[src/rtl/sxm_pkg.sv]
package sxm_pkg;

  typedef enum logic [1:0] {
    SXM_GOOD = 2'd0,
    SXM_FREQ = 2'd1,
    SXM_LOST = 2'd2
  } sxm_code_e;

endpackage

[src/rtl/sxm_edge_sync.sv]
module sxm_edge_sync #(
  parameter int STAGES = 2
) (
  input  logic clk,
  input  logic rst,
  input  logic async_in,
  output logic rise
);

  localparam int LAST = STAGES;

  logic [LAST:0] chain;

  genvar g;
  generate
    for (g = 0; g <= LAST; g++) begin : g_stage
      if (g == 0) begin : g_first
        always_ff @(posedge clk) begin
          if (rst) chain[0] <= 1'b0;
          else     chain[0] <= async_in;
        end
      end else begin : g_next
        always_ff @(posedge clk) begin
          if (rst) chain[g] <= 1'b0;
          else     chain[g] <= chain[g-1];
        end
      end
    end
  endgenerate

  // chain[LAST-1] is the settled sample, chain[LAST] the one before it
  assign rise = chain[LAST-1] & ~chain[LAST];

endmodule

[src/rtl/sxm_window.sv]
module sxm_window #(
  parameter int WINDOW_CYCLES = 1024,
  parameter int EDGE_W        = 11
) (
  input  logic              clk,
  input  logic              rst,
  input  logic              rise,
  output logic              win_done,
  output logic [EDGE_W-1:0] win_edges
);

  localparam int CYC_W = (WINDOW_CYCLES > 1) ? $clog2(WINDOW_CYCLES) : 1;
  localparam logic [CYC_W-1:0]  CYC_LAST = CYC_W'(WINDOW_CYCLES - 1);
  localparam logic [EDGE_W-1:0] EDGE_TOP = '1;

  logic [CYC_W-1:0]  cyc;
  logic [EDGE_W-1:0] edge_cnt;
  logic [EDGE_W-1:0] edge_now;
  logic              at_end;

  always_comb begin
    at_end = (cyc == CYC_LAST);
    if (rise && edge_cnt != EDGE_TOP) edge_now = edge_cnt + EDGE_W'(1);
    else                               edge_now = edge_cnt;
  end

  always_ff @(posedge clk) begin
    if (rst) begin
      cyc       <= '0;
      edge_cnt  <= '0;
      win_done  <= 1'b0;
      win_edges <= '0;
    end else begin
      win_done <= at_end;
      if (at_end) begin
        cyc       <= '0;
        edge_cnt  <= '0;
        win_edges <= edge_now;
      end else begin
        cyc      <= cyc + CYC_W'(1);
        edge_cnt <= edge_now;
      end
    end
  end

endmodule

[src/rtl/sxm_judge.sv]
module sxm_judge
  import sxm_pkg::*;
#(
  parameter int EDGE_W       = 11,
  parameter int MIN_EDGES    = 30,
  parameter int MAX_EDGES    = 34,
  parameter int ERR_WINDOWS  = 4,
  parameter int LOSS_WINDOWS = 2
) (
  input  logic              clk,
  input  logic              rst,
  input  logic              win_done,
  input  logic [EDGE_W-1:0] win_edges,
  input  logic              rd_stb,
  output logic [1:0]        status,
  output logic              err_flag
);

  localparam int BAD_W  = $clog2(ERR_WINDOWS + 1);
  localparam int LOSS_W = $clog2(LOSS_WINDOWS + 1);
  localparam logic [BAD_W-1:0]  BAD_SAT  = BAD_W'(ERR_WINDOWS);
  localparam logic [LOSS_W-1:0] LOSS_SAT = LOSS_W'(LOSS_WINDOWS);
  localparam logic [EDGE_W-1:0] LO       = EDGE_W'(MIN_EDGES);
  localparam logic [EDGE_W-1:0] HI       = EDGE_W'(MAX_EDGES);

  sxm_code_e         code_q;
  logic [BAD_W-1:0]  bad_run, bad_nx;
  logic [LOSS_W-1:0] loss_run, loss_nx;
  logic              no_edge, in_rng, off_rng;
  logic              freq_evt, lost_evt, good_win;

  always_comb begin
    no_edge = (win_edges == '0);
    in_rng  = !no_edge && (win_edges >= LO) && (win_edges <= HI);
    off_rng = !no_edge && !in_rng;

    if (!off_rng)               bad_nx = '0;
    else if (bad_run == BAD_SAT) bad_nx = bad_run;
    else                        bad_nx = bad_run + BAD_W'(1);

    if (!no_edge)                 loss_nx = '0;
    else if (loss_run == LOSS_SAT) loss_nx = loss_run;
    else                          loss_nx = loss_run + LOSS_W'(1);

    freq_evt = win_done && off_rng && (bad_nx >= BAD_SAT);
    lost_evt = win_done && no_edge && (loss_nx >= LOSS_SAT);
    good_win = win_done && in_rng;
  end

  always_ff @(posedge clk) begin
    if (rst) begin
      bad_run  <= '0;
      loss_run <= '0;
      code_q   <= SXM_GOOD;
      err_flag <= 1'b0;
    end else begin
      if (win_done) begin
        bad_run  <= bad_nx;
        loss_run <= loss_nx;
      end
      // events outrank a read in the same cycle
      if (lost_evt)                 code_q <= SXM_LOST;
      else if (freq_evt)            code_q <= SXM_FREQ;
      else if (rd_stb || good_win)  code_q <= SXM_GOOD;

      if (lost_evt || freq_evt)     err_flag <= 1'b1;
      else if (rd_stb)              err_flag <= 1'b0;
    end
  end

  assign status = code_q;

endmodule

[src/rtl/slow_xtal_freq_mon.sv]
module slow_xtal_freq_mon #(
  parameter int WINDOW_CYCLES = 1024,
  parameter int MIN_EDGES     = 30,
  parameter int MAX_EDGES     = 34,
  parameter int ERR_WINDOWS   = 4,
  parameter int LOSS_WINDOWS  = 2,
  parameter int SYNC_STAGES   = 2
) (
  input  logic       clk,
  input  logic       rst,
  input  logic       slow_clk,
  input  logic       rd_stb,
  output logic [1:0] status,
  output logic       err_flag
);

  localparam int EDGE_W = $clog2(WINDOW_CYCLES + 1);

  logic              rise;
  logic              win_done;
  logic [EDGE_W-1:0] win_edges;

  sxm_edge_sync #(.STAGES(SYNC_STAGES)) u_sync (
    .clk      (clk),
    .rst      (rst),
    .async_in (slow_clk),
    .rise     (rise)
  );

  sxm_window #(
    .WINDOW_CYCLES (WINDOW_CYCLES),
    .EDGE_W        (EDGE_W)
  ) u_window (
    .clk       (clk),
    .rst       (rst),
    .rise      (rise),
    .win_done  (win_done),
    .win_edges (win_edges)
  );

  sxm_judge #(
    .EDGE_W       (EDGE_W),
    .MIN_EDGES    (MIN_EDGES),
    .MAX_EDGES    (MAX_EDGES),
    .ERR_WINDOWS  (ERR_WINDOWS),
    .LOSS_WINDOWS (LOSS_WINDOWS)
  ) u_judge (
    .clk       (clk),
    .rst       (rst),
    .win_done  (win_done),
    .win_edges (win_edges),
    .rd_stb    (rd_stb),
    .status    (status),
    .err_flag  (err_flag)
  );

endmodule

[config.mk]
export PLATFORM = sky130hd
export DESIGN_NAME = slow_xtal_freq_mon
export DESIGN_NICKNAME = d
export VERILOG_FILES = /design/src/rtl/sxm_pkg.sv /design/src/rtl/sxm_edge_sync.sv /design/src/rtl/sxm_window.sv /design/src/rtl/sxm_judge.sv /design/src/rtl/slow_xtal_freq_mon.sv
export SDC_FILE = /design/constraint.sdc
export NUM_CORES = 1
export LEC_CHECK = 0
export BUFFER_PORTS_ARGS = -buffer_cell sky130_fd_sc_hd__buf_2
export CAP_MARGIN = 20
export CORE_MARGIN = 4
export CORE_UTILIZATION = 30
export CTS_CLUSTER_DIAMETER = 150
export DETAILED_ROUTE_END_ITERATION = 12
export PLACE_DENSITY = 0.49
export SETUP_SLACK_MARGIN = 0.05
export SYNTH_ARGS = -nofsm -noshare
export SYNTH_HDL_FRONTEND = slang
export SYNTH_SLANG_ARGS = --single-unit
[constraint.sdc]
create_clock -name clk -period 3.55 [get_ports clk]
set_clock_uncertainty 0.1 [all_clocks]
set_input_delay 0.355 -clock clk [delete_from_list [all_inputs] [get_ports clk]]
set_output_delay 0.355 -clock clk [all_outputs]
set_load 0.01 [all_outputs]
==> impl_results.md, run 1 <==
- Routed vias/inst: 4.66
- Number of hold buffers added after cts: 0
- P_leak: 0.767 nW
- Max-Cap Viols: 0
- Wirelength per Cell: 11.8 microns
- Largest family of logic cells by synthesized area: simple AND/OR/NAND/NOR gates
- Hold Crit Depth: 2
- Synth Area in XOR/XNOR: 7.95%
- TNS Setup: 0 ns
- FF+latch area: 881 sq um
- Clock Power Share: 50.2%
- Post-CTS setup repair buffer count: 0
- WHS: 0.166 ns
- CTS Buf Count: 5
- Syn Std Cell Area: 1870 sq um
- Post-synth EDFFs: 0
- Vias in the first global route: 1247
- N_diodes: 0
- Initial antenna violation count: 0
- DRT Wirelength: 3320 microns
- Worst Min Path Start: slow_clk
- Register share of total power: 47.9%
- Tightest Hold Check Type: input pin to register
- First-pass DRT Iterations: 4
- Placement Setup Slack: 1.69 ns
- Internal: 0.857 mW
- Final estimated routing congestion in global placement: 0.675
- Main synth FF type: dfxtp_1
- FP Rows: 28
- Worst Setup End Kind: register
- Crit-path max cell delay: 0.72 ns
- VDD IR max: 0.000184 V
- Iteration-0 DRC Markers: 57
- R2r worst-path depth: 5
- Die width: 87.0 microns
- Mux contribution to synthesized area: 1.07%
- Post-layout util: 35.3%
- Synth Instances: 199
- Synth Area in Adders: 3.34%
- Setup Crit Path Kind: register to register
- Setup violators final: 0
- Synth warn: 0
- CTS Sinks: 44
- Relative slew slack: 37.9%
- Fin crit share: 52.6%
- Post-synth ARST share: 0%
- Post-route setup slack: 1.68 ns
- Unrepaired setup endpoints after global routing: false
- Post_cts resized: 0
- Total Die Area: 7570 sq um
- Startpoint types: register
- First-pass GRT wire length: 5910 microns
- Fillers: 625
- RR Endpoint: u_window.win_edges[1]
- NetSw: 0.189 mW
- Clock Root Buffer: clkbuf_8
- PortBufs: 6
- Layout cells sized above 1: 10.6%
- P per Cell Area: 495 nW/um^2
- H-tree depth: 2
- Vias: 1314
- Synthesis-to-layout area growth: 12.8%
- Final Hold Vio Count: 0
- Routed Antenna Nets: 0
- FF+latch count, synth: 44
- Synth top area share: 47.0%
- Clk_lat worst skew: 0.30 ns
- Cell variety after synth: 48
- Initial core utilization: 31.3%
- Critical Path Fanout Max: 11
- Complex-gate fraction of the synthesized area: 10.9%
- Worst path slowest cell: a31oi_1
- Final min period: 1.87 ns
- FF-to-FF setup slack: 1.68 ns
- Critical Path AT: 2.01 ns
- Clk slew on worst S/H paths: 0.09 ns
- Post-DP HPWL: 2400 microns
- Avg Inst Size Synth: 9.41 sq um
- Multi-input gate area: 918 sq um
- # nets final: 215
- Worst endpoint required time: 3.69 ns
- Hold EP: u_sync.chain[0]
- Pin count of the biggest net entering global routing: 19
- Total grt overflow: 0
- CP Cell Sequence: ha_1 > and3_1 > a31oi_1 > nand2_1 > o21ai_1
- Chip height: 87.0 microns
- Area contributors post-synth: dfxtp_1, xnor2_1, nor2_1, ha_1, nand2_1
- Simple-gate share of the synthesized area: 25.8%
- Pins Over Slew Limit: 0
- Worst slew pin tran: 0.927 ns
- Post-synthesis sequential area ratio: 47.0%
- # IOs: 7
- CTS tree: yes
- RR Startpoint: u_window.cyc[0]
- Area leader, netlist: dfxtp_1
- Run status: complete, no violations
- Total GRT Usage: 10.1%
- Worst-case clock buffer depth: 2
- Sw frac: 18.1%
- FMAX: 535 MHz
- Remaining routing DRC violations: 0
- Core box area: 5990 sq um
- Gate power share: 1.9%
- Post-synth net total: 208
[worst max-delay path: cells and delay by family, from the launching register on]
| kind | cells | cell delay (ns) |
|---|---|---|
| fa+ha+maj | 1 | 0.21 |
| flops | 1 | 0.32 |
| simple gates | 2 | 0.36 |
| compound gates | 2 | 0.82 |
[logic make-up after synthesis]
kind of cell,count (synthesis)
and+or+nand+nor,88
adders and majority gates,5
AOI/OAI and AO/OA,29
xor gates and xnor gates,17
buffers and inverters,14
DFF,44
muxes,2
[cell usage after synthesis (all sizes together), types with 2 or more instances]
cell / number
nor2: 27
and4: 2
or2: 2
nor3: 5
nor4: 2
ha: 5
o21ai: 12
nand3: 8
nand2b: 6
nand2: 15
mux2i: 2
buf: 4
xnor2: 12
a31oi: 3
inv: 8
dfxtp: 44
clkbuf: 2
xor2: 5
a21oi: 2
nor2b: 5
and3: 4
nand4: 4
[how the worst max path moves through the flow]
stage | start | end | slack, ns | depth (start not counted)
after detailed placement | u_window.cyc[0] | u_window.win_edges[1] | 1.69 | 5
after global placement | u_window.cyc[0] | u_window.cyc[1] | 1.71 | 4
after CTS | u_window.cyc[0] | u_window.cyc[1] | 1.67 | 4
final | u_window.cyc[0] | u_window.win_edges[1] | 1.68 | 5
after global routing | u_window.cyc[0] | u_window.win_edges[3] | 1.48 | 5
after floorplan | u_window.win_edges[2] | u_judge.status[1] | 1.96 | 5
[routing by layer]
| metal | vias up | routed length, microns | global-route usage [%] |
|---|---|---|---|
| met5 | - | 0 | 0 |
| met4 | 0 | 76 | 5.10 |
| met3 | 7 | 127 | 3.69 |
| met2 | 17 | 1320 | 13.7 |
| met1 | 592 | 1800 | 14.0 |
| li1 | 698 | - | - |
[power by group through the flow]
stage,clock network (mW),logic [mW],registers (mW)
finish,0.525,0.0197,0.501
global route,0.564,0.0229,0.502
CTS,0.542,0.0201,0.501
detailed placement,0,0.0200,0.513
global placement,0,0.0204,0.513
floorplan,0,0.0152,0.512
[metrics by stage]
step,area [sq um],power (mW),cells
4_1_cts,2110,1.06,282
2_1_floorplan,1870,0.527,199
5_1_grt,2110,1.09,282
3_3_place_gp,1950,0.533,274
6_report,2110,1.05,282
3_5_place_dp,1950,0.533,274
[layout make-up]
type | count | share of cell area, %
Multi-Input combinational cell | 141 | 43.5
Sequential cell | 44 | 41.7
Tap cell | 75 | 4.44
Clock inverter | 3 | 4.27
Clock buffer | 5 | 3.26
Timing Repair Buffer | 6 | 1.42
Inverter | 8 | 1.42
[layout by cell type, fill, tap and decap left out, types with 2 or more instances in the layout]
master / n
bufinv_16: 3
and3_1: 4
nor2_1: 27
and4_1: 2
inv_1: 8
nor3_1: 5
dfxtp_1: 44
ha_1: 5
o21ai_0: 10
nand2_1: 15
buf_2: 6
o21ai_1: 2
nand2b_1: 6
nand3_1: 8
mux2i_1: 2
a31oi_1: 3
a21oi_1: 2
nand4_1: 3
clkbuf_8: 5
nor2b_1: 5
xnor2_1: 12
xor2_1: 5
[sequential cells by signal, indices dropped and copies added, names as in the netlist]
| register | flops |
|---|---|
| u_judge.bad_run | 3 |
| u_judge.err_flag | 1 |
| u_judge.loss_run | 2 |
| u_judge.status | 2 |
| u_sync.chain | 3 |
| u_window.cyc | 10 |
| u_window.edge_cnt | 11 |
| u_window.win_done | 1 |
| u_window.win_edges | 11 |
No activity file was read; power rests on OpenSTA's default activity.
==> inputs of run 2 (changes only) <==
--- a/config.mk
+++ b/config.mk
@@ -11,7 +11,7 @@
 export CORE_UTILIZATION = 30
 export CTS_CLUSTER_DIAMETER = 150
 export DETAILED_ROUTE_END_ITERATION = 12
-export PLACE_DENSITY = 0.49
+export PLACE_DENSITY = 0.5
 export SETUP_SLACK_MARGIN = 0.05
 export SYNTH_ARGS = -nofsm -noshare
 export SYNTH_HDL_FRONTEND = slang
==> constraint.sdc (replaced) <==
create_clock -name clk -period 1.6 [get_ports clk]
set_clock_uncertainty 0.1 [all_clocks]
set_input_delay 0.16 -clock clk [delete_from_list [all_inputs] [get_ports clk]]
set_output_delay 0.16 -clock clk [all_outputs]
set_load 0.01 [all_outputs]
==> impl_results.md, run 2 (synthesis gave the netlist of run 1 again) <==
- Kind of cell adding the most delay to the critical path: simple AND/OR/NAND/NOR gates
- Worst-case clock buffer depth: 2
- Crit-path max cell delay: 0.52 ns
- Vias in the first global route: 1465
- FF-to-FF setup slack: -0.08 ns
- Top Registers: u_window.edge_cnt: 11 flops, u_window.win_edges: 11 flops, u_window.cyc: 10 flops
- Synthesis-to-layout area growth: 39.6%
- Iteration-0 DRC Markers: 46
- H-tree depth: 2
- Final estimated routing congestion in global placement: 0.713
- Layout cells sized above 1: 41.0%
- Final Hold Vio Count: 0
- N_diodes: 0
- FP Rows: 28
- Met1 Usage GRT: 13.8%
- P per Cell Area: 781 nW/um^2
- Hold EP: u_judge.status[1]
- Total Die Area: 7570 sq um
- First-pass DRT Iterations: 4
- Fillers: 573
- Placement Setup Slack: -0.0534 ns
- Grt met3 use: 2.55%
- Remaining routing DRC violations: 0
- RR Endpoint: u_judge.status[1]
- Setup Crit Path Kind: register to register
- Hold Crit Depth: 3
- FMAX: 594 MHz
- Chip height: 87.0 microns
- Relative slew slack: 76.1%
- Pin count of the biggest net entering global routing: 15
- Initial core utilization: 31.3%
- # IOs: 7
- RR Startpoint: u_window.win_edges[2]
- Pwr Total: 2.04 mW
- Busiest layer in global routing: met2
- R2r worst-path depth: 5
- Max-Cap Viols: 0
- Pins Over Slew Limit: 0
- Tightest Hold Check Type: input pin to register
- Post-layout util: 43.7%
- Vias: 1514
- # nets final: 257
- Violated checks: setup timing
- Commonest non-fill, non-tap cell in the layout: buf_4
- Commonest non-fill, non-tap cells in the layout: buf_4, dfxtp_1, nor2_1
- VDD IR max: 0.000439 V
- CTS Buf Count: 5
- Fin crit share: 105%
- Clk_lat worst skew: 0.30 ns
- CTS tree: yes
- Wirelength per Cell: 12.1 microns
- Total GRT Usage: 10.8%
- Die width: 87.0 microns
- Routed vias/inst: 4.67
- Critical Path Fanout Max: 3
- Final min period: 1.68 ns
- Core box area: 5990 sq um
- Initial antenna violation count: 0
- Post-DP HPWL: 2750 microns
- Unrepaired setup endpoints after global routing: true
- Clock Root Buffer: clkbuf_8
- Setup violators final: 2
- Worst slew pin tran: 0.354 ns
- Met2 usage: 17.1%
- PortBufs: 6
- P_leak: 0.975 nW
- Total grt overflow: 0
- CP Cell Sequence: or4b_4 > a211oi_2 > o211ai_1 > nor4bb_1 > o2bb2ai_2
- Critical Path AT: 1.78 ns
- Worst path slowest cell: or4b_4
- Post-route setup slack: -0.0845 ns
- First-pass GRT wire length: 6470 microns
- Routed Antenna Nets: 0
- TNS Setup: -0.119 ns
- Worst endpoint required time: 1.70 ns
- DRT Wirelength: 3920 microns
- Run status: complete, but fails checks
- CTS Sinks: 44
- Worst Path Buf+Inv: 0
- Startpoint types: register
- Clk slew on worst S/H paths: 0.09 ns
- Worst Setup End Kind: register
- Worst Min Path Start: rd_stb
run 2: through the flow:
step / hold slack (ns) / std cells / instance area, sq um
after global routing: 0.0503 / 324 / 2620
after floorplan: 0.132 / 199 / 1890
after global placement: 0.277 / 307 / 2210
after detailed placement: 0.280 / 307 / 2210
after CTS: 0.0536 / 316 / 2400
final: 0.0634 / 324 / 2620
run 2: per-layer routing:
layer / up-vias / wire length, microns
li1: 774 / -
met1: 718 / 1820
met2: 15 / 1920
met3: 7 / 81
met4: 0 / 89
met5: - / 0
run 2: worst min-delay path: stages:
cell and delay (ns):
buf_2 0.09, nor4bb_1 0.06, o2bb2ai_2 0.11
run 2: what timing repair did:
action                                  in CTS  in global routing
hold buffers                                 1                  0
gates cloned                                 0                  1
resized for setup                           19                 41
pin swaps                                    5                 20
endpoints found under the hold margin        1                  0
buffers inserted                             0                  7
endpoints found under the setup margin      20                 28
run 2: worst max-delay path by stage:
| stage | start | endpoint | cells after the start |
|---|---|---|---|
| 2_1_floorplan | u_window.win_edges[2] | u_judge.status[1] | 5 |
| 3_3_place_gp | u_window.win_edges[2] | u_judge.status[1] | 5 |
| 3_5_place_dp | u_window.win_edges[2] | u_judge.status[1] | 5 |
| 4_1_cts | u_window.win_edges[2] | u_judge.status[1] | 5 |
| 5_1_grt | u_window.win_edges[2] | u_judge.status[1] | 5 |
| 6_report | u_window.win_edges[2] | u_judge.status[1] | 5 |
run 2: layout make-up:
class                   instances  area (sq um)  share of cell area [%]
clock buffers                   5          68.8                    2.63
clock inverters                 3          42.5                    1.63
inverters                       8          30.0                    1.15
multi-input cells             142          1120                    43.0
flip-flops and latches         44           896                    34.3
well taps                      75          93.8                    3.59
repair buffers                 47           359                    13.7
run 2: power breakdown:
| group | total, mW | switching [mW] | internal [mW] |
|---|---|---|---|
| clock | 0.860 | 0.398 | 0.462 |
| sequential | 1.11 | 0.00663 | 1.10 |
| combinational | 0.0704 | 0.0364 | 0.0340 |
==> inputs of run 3 (changes only) <==
--- a/config.mk
+++ b/config.mk
@@ -11,7 +11,10 @@
 export CORE_UTILIZATION = 30
 export CTS_CLUSTER_DIAMETER = 150
 export DETAILED_ROUTE_END_ITERATION = 12
+export MAX_ROUTING_LAYER = met4
 export PLACE_DENSITY = 0.5
+export RECOVER_POWER = 100
+export REMOVE_ABC_BUFFERS = 1
 export SETUP_SLACK_MARGIN = 0.05
 export SYNTH_ARGS = -nofsm -noshare
 export SYNTH_HDL_FRONTEND = slang
==> impl_results.md, run 3 (synthesis gave the netlist of run 1 again) <==
- CTS Buf Count: 5
- Worst Setup End Kind: register
- Top Registers: u_window.edge_cnt: 11 flops, u_window.win_edges: 11 flops, u_window.cyc: 10 flops
- Worst path slowest cell: or4b_4
- Total grt overflow: 0
- Pins Over Slew Limit: 0
- FMAX: 597 MHz
- FP Rows: 28
- Commonest non-fill, non-tap cell in the layout: buf_4
- Clk_lat worst skew: 0.29 ns
- Vias: 1481
- Register share of total power: 55.1%
- Worst slew pin tran: 0.372 ns
- Pwr Total: 2.00 mW
- Setup violators final: 1
- Sw frac: 20.4%
- Placement Setup Slack: -0.0795 ns
- Hold Crit Depth: 3
- Layout cells sized above 1: 40.3%
- Initial antenna violation count: 0
- Routed vias/inst: 4.59
- First-pass DRT Iterations: 4
- First-pass GRT wire length: 6690 microns
- FF-to-FF setup slack: -0.08 ns
- TNS Setup: -0.0750 ns
- Post-DP HPWL: 2700 microns
- Fillers: 590
- Pin count of the biggest net entering global routing: 19
- Gate power share: 3.4%
- Synthesis-to-layout area growth: 40.3%
- Hold EP: u_judge.status[1]
- Non-Filler Cell Area, Final: 2630 sq um
- Total GRT Usage: 11.5%
- Worst endpoint required time: 1.69 ns
- RR Startpoint: u_window.win_edges[2]
- Vias in the first global route: 1481
- Run status: complete, but fails checks
- VDD IR max: 0.000344 V
- Setup Crit Path Kind: register to register
- Remaining routing DRC violations: 0
- Final min period: 1.68 ns
- PortBufs: 6
- Final Hold Vio Count: 0
- Final estimated routing congestion in global placement: 0.696
- Crit-path max cell delay: 0.52 ns
- Routed Antenna Nets: 0
- Tightest Hold Check Type: input pin to register
- CTS Sinks: 44
- Relative slew slack: 75.2%
- Max-Cap Viols: 0
- H-tree depth: 2
- Critical Path AT: 1.76 ns
- Die width: 87.0 microns
- DP Area: 2220 sq um
- Worst Min Path Start: rd_stb
- RR Endpoint: u_judge.status[1]
- DRT Wirelength: 3850 microns
- CP Cell Sequence: or4b_4 > a211oi_2 > o211ai_1 > nor4bb_1 > o2bb2ai_2
- # IOs: 7
- N_diodes: 0
- Iteration-0 DRC Markers: 50
- Wirelength per Cell: 11.9 microns
- R2r worst-path depth: 5
- CTS tree: yes
- Unrepaired setup endpoints after global routing: true
- Critical Path Fanout Max: 3
- Startpoint types: register
- Post-route setup slack: -0.0750 ns
- Clk slew on worst S/H paths: 0.08 ns
- Total Die Area: 7570 sq um
- Commonest non-fill, non-tap cells in the layout: buf_4, dfxtp_1, nor2_1
- Chip height: 87.0 microns
- P_leak: 0.968 nW
- Initial core utilization: 31.3%
- Violated checks: setup timing
- P per Cell Area: 763 nW/um^2
- Worst-case clock buffer depth: 2
- Clock Root Buffer: clkbuf_8
- Clock Power Share: 41.5%
- NetSw: 0.410 mW
- Fin crit share: 105%
- Internal: 1.59 mW
- Core box area: 5990 sq um
- # nets final: 256
run 3: area by class of cell:
class	instances	area, sq um	share of cell area [%]
clock buffer	6	72.6	2.76
clock inverter	2	35.0	1.33
inverter	8	30.0	1.14
multi-input combinational	141	1130	43.0
sequential	44	910	34.6
tap	75	93.8	3.57
timing repair buffer	47	355	13.5
run 3: per-layer routing:
| metal | track usage, % | up-vias | share of wire (%) | wire length (microns) |
|---|---|---|---|---|
| li1 | - | 780 | - | - |
| met1 | 14.2 | 683 | 49 | 1900 |
| met2 | 18.2 | 13 | 46 | 1790 |
| met3 | 2.55 | 5 | 2.7 | 105 |
| met4 | 4.25 | 0 | 1.5 | 56 |
| met5 | - | - | 0 | 0 |
run 3: worst max path at each step:
stage	from	slack, ns	to
CTS	u_window.win_edges[2]	-0.09	u_judge.status[1]
finish	u_window.win_edges[2]	-0.08	u_judge.status[1]
floorplan	u_window.win_edges[2]	0.01	u_judge.status[1]
detailed placement	u_window.win_edges[2]	-0.08	u_judge.status[1]
global placement	u_window.win_edges[2]	-0.07	u_judge.status[1]
global route	u_window.win_edges[2]	-0.17	u_judge.status[1]
run 3: timing repair:
item,CTS,global route
endpoints found under the hold margin,1,0
hold buffers,1,0
buffers inserted,1,4
setup endpoints to repair,22,38
pin swaps,9,12
resized for setup,22,40
run 3: power by group through the flow:
| stage | combinational, mW | sequential (mW) | clock [mW] |
|---|---|---|---|
| finish | 0.0687 | 1.10 | 0.831 |
| global route | 0.0790 | 1.11 | 0.899 |
| CTS | 0.0653 | 1.11 | 0.864 |
| detailed placement | 0.0620 | 1.14 | 0 |
| global placement | 0.0628 | 1.14 | 0 |
| floorplan | 0.0256 | 1.14 | 0 |
run 3: stage by stage:
step	instances	utilization, %	hold WS (ns)
after floorplan	193	-	0.126
after global placement	309	37.0	0.282
after detailed placement	309	37.0	0.279
after CTS	319	40.4	0.0559
after global routing	323	43.9	0.0820
final	323	43.9	0.0609
run 3: worst max-delay path, delay by kind of cell, from the launching register on:
family | cells | cell delay [ns]
AO/OA/AOI/OAI | 3 | 0.43
flip-flops | 1 | 0.33
AND/OR/NAND/NOR | 2 | 0.71
